`config.mk`:
```
export PLATFORM = sky130hd
export DESIGN_NAME = sdram_boot_refresh_seq
export DESIGN_NICKNAME = d
export VERILOG_FILES = /design/src/rtl/sdr_seq_pkg.sv /design/src/rtl/sdr_gap_counter.sv /design/src/rtl/sdr_refresh_timer.sv /design/src/rtl/sdr_bus_mux.sv /design/src/rtl/sdram_boot_refresh_seq.sv
export SDC_FILE = /design/constraint.sdc
export NUM_CORES = 1
export LEC_CHECK = 0
export BUFFER_PORTS_ARGS = -buffer_cell sky130_fd_sc_hd__buf_2
export CAP_MARGIN = 40
export CORE_MARGIN = 3
export CORE_UTILIZATION = 40
export DETAILED_ROUTE_END_ITERATION = 7
export PLACE_DENSITY = 0.6
export SLEW_MARGIN = 20
export SYNTH_ARGS = -nofsm -noshare
export SYNTH_HDL_FRONTEND = slang
export SYNTH_SLANG_ARGS = --single-unit
```
`constraint.sdc`:
```
create_clock -name clk -period 2.5 [get_ports clk]
set_clock_uncertainty 0.05 [all_clocks]
set_input_delay 0.125 -clock clk [delete_from_list [all_inputs] [get_ports clk]]
set_output_delay 0.125 -clock clk [all_outputs]
set_load 0.05 [all_outputs]
```
`src/rtl/sdr_seq_pkg.sv`:
```
package sdr_seq_pkg;

  // {cs_n, ras_n, cas_n, we_n}
  typedef logic [3:0] sdr_pins_t;

  localparam sdr_pins_t PINS_NOP = 4'b0111;
  localparam sdr_pins_t PINS_PRE = 4'b0010;
  localparam sdr_pins_t PINS_REF = 4'b0001;
  localparam sdr_pins_t PINS_LMR = 4'b0000;

  typedef enum logic [3:0] {
    ST_PWR_WAIT,
    ST_ISSUE_PRE,
    ST_GAP_RP,
    ST_ISSUE_REF1,
    ST_GAP_RC1,
    ST_ISSUE_REF2,
    ST_GAP_RC2,
    ST_ISSUE_LMR,
    ST_GAP_MRD,
    ST_USER,
    ST_ISSUE_RREF,
    ST_GAP_RRC
  } seq_state_t;

  function automatic sdr_pins_t state_pins(seq_state_t s);
    case (s)
      ST_ISSUE_PRE:  return PINS_PRE;
      ST_ISSUE_REF1,
      ST_ISSUE_REF2,
      ST_ISSUE_RREF: return PINS_REF;
      ST_ISSUE_LMR:  return PINS_LMR;
      default:       return PINS_NOP;
    endcase
  endfunction

  function automatic int unsigned max_of(int unsigned a, int unsigned b);
    return (a > b) ? a : b;
  endfunction

endpackage

```
`src/rtl/sdr_gap_counter.sv`:
```
module sdr_gap_counter #(
  parameter int unsigned CNT_W   = 8,
  parameter int unsigned RST_VAL = 0
) (
  input  logic             clk,
  input  logic             rst_n,
  input  logic             load,
  input  logic [CNT_W-1:0] load_val,
  output logic             expired
);
  logic [CNT_W-1:0] cnt_q;

  always_ff @(posedge clk or negedge rst_n) begin
    if (!rst_n)            cnt_q <= CNT_W'(RST_VAL);
    else if (load)         cnt_q <= load_val;
    else if (cnt_q != '0)  cnt_q <= cnt_q - 1'b1;
  end

  assign expired = (cnt_q == '0);
endmodule

```
`src/rtl/sdr_refresh_timer.sv`:
```
module sdr_refresh_timer #(
  parameter int unsigned INTERVAL = 1562
) (
  input  logic clk,
  input  logic rst_n,
  input  logic run,
  input  logic ack,
  output logic pending
);
  localparam int unsigned TMR_W = $clog2(INTERVAL + 1);
  localparam logic [TMR_W-1:0] RELOAD = TMR_W'(INTERVAL - 1);

  logic [TMR_W-1:0] tmr_q;
  logic             expire;

  assign expire = run && (tmr_q == '0);

  always_ff @(posedge clk or negedge rst_n) begin
    if (!rst_n)                tmr_q <= RELOAD;
    else if (!run || expire)   tmr_q <= RELOAD;
    else                       tmr_q <= tmr_q - 1'b1;
  end

  // a fresh expiry wins over a same-edge acknowledge
  always_ff @(posedge clk or negedge rst_n) begin
    if (!rst_n)       pending <= 1'b0;
    else if (expire)  pending <= 1'b1;
    else if (ack)     pending <= 1'b0;
  end
endmodule

```
`src/rtl/sdr_bus_mux.sv`:
```
module sdr_bus_mux
  import sdr_seq_pkg::*;
#(
  parameter int unsigned ADDR_W = 11,
  parameter int unsigned BA_W   = 2
) (
  input  logic              grant,
  input  sdr_pins_t         own_pins,
  input  logic [ADDR_W-1:0] own_addr,
  input  sdr_pins_t         usr_pins,
  input  logic [ADDR_W-1:0] usr_addr,
  input  logic [BA_W-1:0]   usr_ba,
  output sdr_pins_t         bus_pins,
  output logic [ADDR_W-1:0] bus_addr,
  output logic [BA_W-1:0]   bus_ba
);
  always_comb begin
    if (grant) begin
      bus_pins = usr_pins;
      bus_addr = usr_addr;
      bus_ba   = usr_ba;
    end else begin
      bus_pins = own_pins;
      bus_addr = own_addr;
      bus_ba   = '0;
    end
  end
endmodule

```
`src/rtl/sdram_boot_refresh_seq.sv`:
```
module sdram_boot_refresh_seq
  import sdr_seq_pkg::*;
#(
  parameter int unsigned ADDR_W            = 11,
  parameter int unsigned BA_W              = 2,
  parameter int unsigned AP_BIT            = 10,
  parameter int unsigned PWR_WAIT_CYC      = 10000,
  parameter int unsigned RP_CYC            = 2,
  parameter int unsigned RC_CYC            = 7,
  parameter int unsigned MRD_CYC           = 2,
  parameter int unsigned RETAIN_WINDOW_CYC = 6400000,
  parameter int unsigned RETAIN_REFRESHES  = 4096,
  parameter logic [ADDR_W-1:0] MODE_WORD   = 'h022
) (
  input  logic              clk,
  input  logic              rst_n,
  input  logic              usr_cs_n,
  input  logic              usr_ras_n,
  input  logic              usr_cas_n,
  input  logic              usr_we_n,
  input  logic [ADDR_W-1:0] usr_addr,
  input  logic [BA_W-1:0]   usr_ba,
  input  logic              usr_banks_idle,
  output logic              sd_cke,
  output logic              sd_cs_n,
  output logic              sd_ras_n,
  output logic              sd_cas_n,
  output logic              sd_we_n,
  output logic [ADDR_W-1:0] sd_addr,
  output logic [BA_W-1:0]   sd_ba,
  output logic              init_done,
  output logic              refresh_req,
  output logic              bus_grant
);
  localparam int unsigned INTERVAL = RETAIN_WINDOW_CYC / RETAIN_REFRESHES;
  localparam int unsigned GAP_MAX  =
    max_of(max_of(PWR_WAIT_CYC, RC_CYC), max_of(RP_CYC, MRD_CYC));
  localparam int unsigned CNT_W    = $clog2(GAP_MAX + 1);

  localparam logic [CNT_W-1:0] LD_RP  = CNT_W'(RP_CYC - 2);
  localparam logic [CNT_W-1:0] LD_RC  = CNT_W'(RC_CYC - 2);
  localparam logic [CNT_W-1:0] LD_MRD = CNT_W'(MRD_CYC - 2);

  seq_state_t        state_q, state_d;
  logic              gap_load;
  logic [CNT_W-1:0]  gap_val;
  logic              gap_done;
  logic              take;
  logic [ADDR_W-1:0] own_addr;
  sdr_pins_t         bus_pins;

  assign take      = (state_q == ST_USER) && refresh_req && usr_banks_idle;
  assign bus_grant = (state_q == ST_USER) && !take;
  assign sd_cke    = 1'b1;

  sdr_gap_counter #(
    .CNT_W   (CNT_W),
    .RST_VAL (PWR_WAIT_CYC - 1)
  ) u_gap (
    .clk      (clk),
    .rst_n    (rst_n),
    .load     (gap_load),
    .load_val (gap_val),
    .expired  (gap_done)
  );

  sdr_refresh_timer #(
    .INTERVAL (INTERVAL)
  ) u_tmr (
    .clk     (clk),
    .rst_n   (rst_n),
    .run     (init_done),
    .ack     (take),
    .pending (refresh_req)
  );

  always_comb begin
    state_d  = state_q;
    gap_load = 1'b0;
    gap_val  = '0;
    case (state_q)
      ST_PWR_WAIT:   if (gap_done) state_d = ST_ISSUE_PRE;
      ST_ISSUE_PRE:  begin gap_load = 1'b1; gap_val = LD_RP;  state_d = ST_GAP_RP;  end
      ST_GAP_RP:     if (gap_done) state_d = ST_ISSUE_REF1;
      ST_ISSUE_REF1: begin gap_load = 1'b1; gap_val = LD_RC;  state_d = ST_GAP_RC1; end
      ST_GAP_RC1:    if (gap_done) state_d = ST_ISSUE_REF2;
      ST_ISSUE_REF2: begin gap_load = 1'b1; gap_val = LD_RC;  state_d = ST_GAP_RC2; end
      ST_GAP_RC2:    if (gap_done) state_d = ST_ISSUE_LMR;
      ST_ISSUE_LMR:  begin gap_load = 1'b1; gap_val = LD_MRD; state_d = ST_GAP_MRD; end
      ST_GAP_MRD:    if (gap_done) state_d = ST_USER;
      ST_USER:       if (take) state_d = ST_ISSUE_RREF;
      ST_ISSUE_RREF: begin gap_load = 1'b1; gap_val = LD_RC;  state_d = ST_GAP_RRC; end
      ST_GAP_RRC:    if (gap_done) state_d = ST_USER;
      default:       state_d = ST_PWR_WAIT;
    endcase
  end

  always_ff @(posedge clk or negedge rst_n) begin
    if (!rst_n) begin
      state_q   <= ST_PWR_WAIT;
      init_done <= 1'b0;
    end else begin
      state_q <= state_d;
      if (state_q == ST_GAP_MRD && state_d == ST_USER) init_done <= 1'b1;
    end
  end

  always_comb begin
    own_addr = '0;
    if (state_q == ST_ISSUE_PRE)      own_addr[AP_BIT] = 1'b1;
    else if (state_q == ST_ISSUE_LMR) own_addr = MODE_WORD;
  end

  sdr_bus_mux #(
    .ADDR_W (ADDR_W),
    .BA_W   (BA_W)
  ) u_mux (
    .grant    (bus_grant),
    .own_pins (state_pins(state_q)),
    .own_addr (own_addr),
    .usr_pins ({usr_cs_n, usr_ras_n, usr_cas_n, usr_we_n}),
    .usr_addr (usr_addr),
    .usr_ba   (usr_ba),
    .bus_pins (bus_pins),
    .bus_addr (sd_addr),
    .bus_ba   (sd_ba)
  );

  assign {sd_cs_n, sd_ras_n, sd_cas_n, sd_we_n} = bus_pins;
endmodule

```
Yosys cells after proc, flatten, opt, wreduce, memory -nomap -nowiden
Cells that the tools add are included.
Storage, ports and cells
  logic and storage cells: 57
  input port bits: 20
  bits in registers: 31
Cells by class
  mux-type cells: 21
  reduce and logical (&&, ||, !) cells: 17
  equal/unequal tests: 12
  $add $sub $neg: 2
Operator list (number)
  $pmux 4 s11: 1
  $mux 14: 2
  $mux 4: 7
  $mux 11: 2
  $eq 4x4->1 const B: 5
  $eq 4x3->1 const B: 4
  $logic_not 14->1: 1
  $reduce_bool 14->1: 1
  $sub 14x1->14 const B: 1
  $logic_not 11->1: 1
  $sub 11x1->11 const B: 1
  $mux 10: 1
  $pmux 3 s3: 1
  $eq 4x2->1 const B: 2
  $mux 6: 1
  $logic_and 1x1->1: 5
  $reduce_or 5->1: 1
  $eq 4x1->1 const B: 1
  $logic_not 4->1: 1
  $mux 1: 4
  $reduce_bool 2->1: 2
  $mux 3: 1
  $reduce_or 3->1: 1
  $logic_not 1->1: 2
  other kinds (3): 3

Logic depth before layout (Yosys ltp)
Gate-level depths: netlist of the first run.
  word-level depth: 7
  gate-level depth with buffers: 7
  gate-level depth less buffers: 6

Cells and area by module
A second synthesis of the first run with hierarchy kept.
Second synthesis, totals
  cell total of the unflattened synthesis: 194
  area, all modules: 2057.0 µm²
Modules (own cells, without submodules)
  sdr_gap_counter: area an instance 835.8 µm², cells each 77, times used 1
  sdr_refresh_timer: area an instance 610.6 µm², cells each 55, times used 1
  sdram_boot_refresh_seq: area an instance 365.4 µm², cells each 43, times used 1
  sdr_bus_mux: area an instance 245.2 µm², cells each 19, times used 1

Least setup slack after synthesis of the first run
Ideal clock, no wire load.
  path type: register to output
  from: reg u_tmr.pending
  to: out sd_ras_n
  data required time: 2325 ps
  setup slack: -236 ps
  arrival: 2561 ps
  cell stages (with the launch flop): 5
  path buffers: 1
  path through: dfrtp_1 -> and2_1 -> nor3_1 -> clkbuf_1 -> o21ai_0
On the way
  longest elaborated chain between the ends: 5
RTL lines
  from (decl): line sdr_refresh_timer.sv:8  | output logic pending
  from (signal assigned): line sdr_refresh_timer.sv:26  | if (!rst_n) pending <= 1'b0;
  from (signal assigned): line sdr_refresh_timer.sv:27  | else if (expire) pending <= 1'b1;
  from (signal assigned): line sdr_refresh_timer.sv:28  | else if (ack) pending <= 1'b0;
  $logic_and 1x1->1 (2 in a row): line sdram_boot_refresh_seq.sv:52  | assign take = (state_q == ST_USER) && refresh_req && usr_banks_idle;
  $logic_not 1->1: line sdram_boot_refresh_seq.sv:53  | assign bus_grant = (state_q == ST_USER) && !take;
  $logic_and 1x1->1: line sdram_boot_refresh_seq.sv:53
  via bus_grant: line sdram_boot_refresh_seq.sv:33  | output logic bus_grant
  $mux 4: line sdr_bus_mux.sv:18  | if (grant) begin
  to (decl): line sdram_boot_refresh_seq.sv:26  | output logic sd_ras_n,
The timed path passes the listed nets, and every way through them passes these cells.

Final worst setup path of the first run
  from: reg state_q[2]
  to: out sd_addr[0]
On the way
  longest elaborated chain between the ends: 6
  elaborated cells on any way between the ends: 8
  classes of those cells: eq/ne: 2; mux: 2; reduce/logical: 4
RTL lines
  from (decl): line sdram_boot_refresh_seq.sv:44  | seq_state_t state_q, state_d;
  from (signal assigned): line sdram_boot_refresh_seq.sv:103  | state_q <= state_d;
  $eq 4x4->1: line sdram_boot_refresh_seq.sv:52, sdram_boot_refresh_seq.sv:53
  $logic_and 1x1->1 (2 in a row): line sdram_boot_refresh_seq.sv:52
  $logic_not 1->1: line sdram_boot_refresh_seq.sv:53
  $logic_and 1x1->1: line sdram_boot_refresh_seq.sv:53
  $mux 11 *: line sdr_bus_mux.sv:18
  to (decl): line sdram_boot_refresh_seq.sv:29  | output logic [ADDR_W-1:0] sd_addr,
Mark *: on every way between the ends. The rest lies on a longest branch, timed or not.

==> results of run 1 <==
[final timing paths]
path	start	to	slack (ns)
max in group asynchronous	rst_n	u_gap.cnt_q[11]	1.61
setup reg to reg	u_gap.cnt_q[0]	u_gap.cnt_q[5]	0.39
hold reg to reg	u_tmr.tmr_q[0]	u_tmr.tmr_q[0]	0.41
setup / recovery	state_q[2]	sd_addr[0]	0.38
hold / removal	usr_banks_idle	u_tmr.pending	0.14
min in group asynchronous	rst_n	u_tmr.tmr_q[2]	0.35
[registers in the layout (all words and copies together) (netlist names)]
signal and flops:
u_tmr.tmr_q 11, u_tmr.pending 1, state_q 4, init_done 1
u_gap.cnt_q 14
[per-layer routing]
layer | GRT usage, % | part of all wire (%)
met5 | 0 | 0
met4 | 5.34 | 1.3
met3 | 5.00 | 5.7
met1 | 22.1 | 48
met2 | 26.0 | 45
[cell usage after synthesis (2+ instances only)]
cell type | n | area share (%)
nand3_1 | 6 | 1.6
buf_2 | 3 | 0.80
dfrtp_1 | 18 | 24
nand2b_1 | 3 | 1.0
a21boi_0 | 2 | 0.80
nand4b_1 | 2 | 0.93
nor3_1 | 4 | 1.1
o21ai_0 | 6 | 1.6
nor4_1 | 3 | 1.0
nand2_1 | 17 | 3.4
o41ai_1 | 4 | 1.9
clkbuf_1 | 4 | 0.80
ha_1 | 2 | 1.3
a21oi_1 | 10 | 2.7
nor2_1 | 23 | 4.6
xor2_1 | 3 | 1.4
and2_1 | 13 | 4.3
or2_2 | 2 | 0.67
inv_1 | 9 | 1.8
a22oi_1 | 2 | 0.80
or3_1 | 2 | 0.67
xnor2_1 | 9 | 4.2
mux2i_1 | 3 | 1.6
or4_4 | 2 | 1.2
a211oi_1 | 3 | 1.2
dfstp_2 | 13 | 18
nand4_1 | 3 | 1.0
o31ai_1 | 4 | 1.6
or4_1 | 3 | 1.2
[cell type report]
type	count	area (µm²)	area share, %
clock buffers	6	82.6	3.71
well taps	52	65.1	2.92
repair buffers	42	220	9.89
inverters	9	33.8	1.52
clock inverters	2	35.0	1.57
flip-flops and latches	31	792	35.6
multi-input cells	152	998	44.8
[worst max-delay path, stage by stage, from the launching register on]
cell      delay, ns
dfrtp_1        0.51
nand2b_1       0.35
nor3_1         0.21
buf_4          0.19
and2_1         0.14
buf_2          0.26
[where the power goes]
part           switching (mW)  internal, mW
logic                  0.0765        0.0286
clock network           0.187         0.322
registers                   0         0.503
[cell families after synthesis]
kind of cell | Yosys count
simple gates | 94
flops | 31
fa+ha+maj | 2
other cells | 1
compound gates | 39
buf+inv | 19
xor+xnor | 12
mux | 4
[through the flow]
stage          cell area (µm²)  instances  power (mW)  hold slack [ns]
6_report                  2230        294        1.12            0.140
5_1_grt                   2230        294        1.16            0.146
4_1_cts                   2230        294        1.13            0.137
3_5_place_dp              2100        285       0.617            0.154
3_3_place_gp              2100        285       0.617            0.156
2_1_floorplan             1880        202       0.580           -0.221
[cells in the final DEF, fill, tap and decap left out, drive strengths merged, types with 5 or more instances in the layout]
cell    Yosys  routed
xnor2       9       9
buf         6      41
nand2      17      17
dfrtp      18      18
clkbuf      4       6
nand3       6       6
and2       13      13
o21ai       6       6
dfstp      13      13
inv         9       9
a21oi      10      10
nor4        5       5
or4         5       5
nor2       24      24
==> reports/results.txt, run 1 <==
Status = completed
Initial antenna violation count = 0
Gr ovfl total = 0
Core Region = 4440 µm²
Number of detailed-route iterations in the first pass = 4
Antenna viol nets, final = 0
Slew Limit Fails = 0
Post-CTS Hold Fix Bufs = 1
CTS resizes = 0
Die ar. = 5550 µm²
DPL Wire Length = 2770 µm
Worst skew pair latency = 0.29 ns
Setup TNS = 0 ns
Setup crit start kind = register
Largest family of logic cells by synthesized area = simple AND/OR/NAND/NOR gates
H-Tree Level Count = 2
Worst setup EP type = primary output
Share of cells above drive strength 1 = 30.6%
Layout net count = 263
Synth warn = 0
VDD IR max = 0.000236 V
# diodes = 0
Worst slack, placed = 0.428 ns
Post-synthesis simple-gate area fraction = 28.8%
Clock Tree Root = clkbuf_8
Row count = 24
Clk sink count = 31
DRT iter0 DRCs = 71
Worst EP arrival = 1.95 ns
Clk slew on worst S/H paths = 0.07 ns
Die Y = 74.5 µm
XOR/XNOR Fraction of Synth Area = 5.60%
Compound-gate portion of the synthesized area = 15.1%
Overall global routing resource usage = 16.7%
Mux cell area share after synthesis = 2.20%
Synthesized area per cell = 9.29 µm²
Post-Synth Adder-Cell Area = 1.33%
Layout Utilization = 50.1%
Final Cycle Share = 84.8%
HP Class = input pin to register
Sequential-to-total area share from yosys stat = 42.2%
Synth Flop Type = dfrtp_1
First-pass GRT wire length = 7200 µm
DRC = 0
Pleak = 0.992 nW
Synthesized Nets = 224
Worst setup margin = 0.380 ns
Io pins = 41
CP Class = register to primary output
Fillers = 423
Reg2reg path depth = 6
Power per Cell Area = 501 nW/µm²
Synth Instances = 202
Relative slew slack = 56.3%
Hold path cells = 3
Post-CTS Setup Inserts = 0
CTS tree = done
Buffer levels on the longest clock path = 2
Unique masters post-synth = 53
CP Max Fanout = 14
Via Count = 1579
Gp weighted congestion = 0.761
Number of global-route vias before repair = 1609
Asr flop ratio synth = 100%
Starting density of the core = 42.2%
Largest net degree at the start of global routing = 32
Wire length per cell = 13.0 µm
CTS Buf Count = 5
Mapped Area = 1880 µm²
Final setup fails = 0
Worst slew pin tran = 0.656 ns
Max-cap violations = 0
Critical path data required time = 2.33 ns
# port buffers = 39
RSZ-0062 raised after global routing = no
Post-synth EDFFs = 0
#FFs+latches synth = 31
Syn-to-layout area delta = 18.7%
Crit path time final = 2.12 ns
F_max = 472 MHz
Die width = 74.5 µm
Final hold viol count = 0
Number of vias per cell = 5.37
Post-Route WL = 3810 µm
Note: power is estimated with default switching activity, not from simulation.
==> run 2, diff against run 1 <==
Settings changed: PLACE_DENSITY 0.6 to 0.62.
Clock period 2.5 ns to 1.9 ns, I/O delays scaled along.
==> reports/results.txt, run 2 (synthesis gave the netlist of run 1 again) <==
Largest net degree at the start of global routing = 32 (unchanged)
CP Max Fanout = 5 (-9)
Starting density of the core = 42.2% (unchanged)
Die Y = 74.5 µm (unchanged)
CTS tree = done
Max-cap violations = 0 (unchanged)
WHS = 0.153 ns (+0.0133 ns)
Final Cycle Share = 96.2%
Critical path data required time = 2.06 ns (-0.27 ns)
Number of detailed-route iterations in the first pass = 4 (unchanged)
# diodes = 0 (unchanged)
DRT iter0 DRCs = 74 (+4.2%)
Number of flip-flops in the largest register = 14 (unchanged)
Fillers = 404 (-4.5%)
# port buffers = 39 (unchanged)
Register area = 795 µm² (+0.32%)
Via Count = 1640 (+3.9%)
Post-Route WL = 4460 µm (+17%)
H-Tree Level Count = 2 (unchanged)
Relative slew slack = 54.1% (-2.2 points)
Status = completed
Row count = 24 (unchanged)
Slew Limit Fails = 0 (unchanged)
Number of global-route vias before repair = 1602 (-0.44%)
First-pass GRT wire length = 7210 µm (+0.19%)
Wire length per cell = 14.1 µm (+8.7%)
Delay-heaviest family, CP = simple AND/OR/NAND/NOR gates
Antenna viol nets, final = 0 (unchanged)
Io pins = 41 (unchanged)
Number of vias per cell = 5.19 (-3.4%)
Largest regs = u_gap.cnt_q (14), u_tmr.tmr_q (11), state_q (4)
DPL Wire Length = 3160 µm (+14%)
Most flop-heavy register = u_gap.cnt_q
CP Class = register to register
RSZ-0062 raised after global routing = no
Buffer levels on the longest clock path = 2 (unchanged)
CP peak stage delay = 0.55 ns (+0.04 ns)
Power per Cell Area = 518 nW/µm² (+3.2%)
Crit-path cells = inv_2 > ha_4 > nor3b_4 > and4_4 > or4_4 > a21oi_2
CTS Buf Count = 5 (unchanged)
F_max = 547 MHz
Placed Instance Area = 2300 µm² (+9.4%)
Overall global routing resource usage = 16.8% (+0.16 points)
R2r setup slk = 0.07 ns (-0.32 ns)
VDD IR max = 0.000488 V (+110%)
Crit path time final = 1.83 ns
Worst setup EP type = register
Worst setup margin = 0.0716 ns (-0.308 ns)
Gp weighted congestion = 0.825 (+8.4%)
Clock Tree Root = clkbuf_8
Worst EP arrival = 1.99 ns (+0.04 ns)
Pleak = 1.13 nW (+14%)
Final setup fails = 0 (unchanged)
DRC = 0 (unchanged)
Worst slack, placed = -0.0447 ns (-0.473 ns)
Gr ovfl total = 0 (unchanged)
Layout net count = 285 (+8.4%)
Clk slew on worst S/H paths = 0.07 ns (about the same)
Die ar. = 5550 µm² (unchanged)
Initial antenna violation count = 0 (unchanged)
Share of cells above drive strength 1 = 46.2% (+16 points)
Worst path buffer plus inverter count = 1 (-1)
Worst-path cell with the longest stage delay = dfstp_2
Area of the multi-input gates = 1140 µm² (+14%)
Most common cell after layout, fill and taps aside = buf_4
Die width = 74.5 µm (unchanged)
Syn-to-layout area delta = 35.1%
Most frequent cells in the layout = buf_4, buf_2, nor2_1
HP Class = input pin to register
Setup crit start kind = register
Final hold viol count = 0 (unchanged)
Worst slew pin tran = 0.688 ns (+0.0326 ns)
Worst skew pair latency = 0.28 ns (about the same)
Core Region = 4440 µm² (unchanged)
Final instance area = 2540 µm² (+14%)
Clk sink count = 31 (unchanged)
## run 2: cell count changes in the layout (fill, tap and decap cells not counted), sizes merged
cell / before / now
bufinv: 1 / 0
clkbuf: 6 / 8
clkinv: 1 / 0
buf: 41 / 63
## run 2: metrics by stage
stage / total power, mW / util, % / setup TNS, ns / std cells
after floorplan: 0.768 / - / -0.00619 / 202
after global placement: 0.816 / 51.7 / 0 / 304
after detailed placement: 0.816 / 51.7 / -0.222 / 304
after CTS: 1.33 / 54.7 / -0.0172 / 313
after global routing: 1.37 / 57.1 / 0 / 316
final: 1.31 / 57.1 / 0 / 316
## run 2: worst paths after layout
kind                            depth (start not counted)             end            from
worst min-delay path                                    3   u_tmr.pending  usr_banks_idle
max in group asynchronous                               2      state_q[2]           rst_n
worst max register to register                          6  u_gap.cnt_q[5]  u_gap.cnt_q[0]
min in group asynchronous                               2       init_done           rst_n
worst min register to register                          1  u_tmr.tmr_q[0]  u_tmr.tmr_q[0]
worst max-delay path                                    6  u_gap.cnt_q[5]  u_gap.cnt_q[0]
## run 2: layout make-up
type | instances | share of cell area [%]
multi-input combinational | 152 | 45.0
sequential | 31 | 31.3
timing repair buffer | 64 | 16.6
clock buffer | 8 | 3.16
tap | 52 | 2.57
inverter | 9 | 1.33
## run 2: worst reg2reg max path, cell delays in order (launching register included)
cell,delay [ns]
dfstp_2,0.55
inv_2,0.06
ha_4,0.16
nor3b_4,0.15
and4_4,0.19
or4_4,0.48
a21oi_2,0.12
## run 2: what timing repair did
action / in CTS / in global routing
resized for setup: 16 / 22
hold endpoints to repair: 18 / 0
hold buffers: 1 / 0
endpoints found under the setup margin: 19 / 26
buffers inserted: 0 / 2
pin swaps: 0 / 1
gates cloned: 0 / 1
## run 2: layer usage
layer  track usage [%]  up-vias  part of all wire, %
met2              26.9       14                   49
met5                 0        -                    0
met4              4.74        0                  1.1
met3              4.05        6                  1.9
li1                  -      832                    -
met1              22.7      788                   48
## run 2: where the power goes
part           internal, mW  total, mW  switching, mW
clock                 0.260      0.496          0.236
combinational        0.0507      0.155          0.104
sequential            0.661      0.661              0
total                 0.972       1.31          0.341
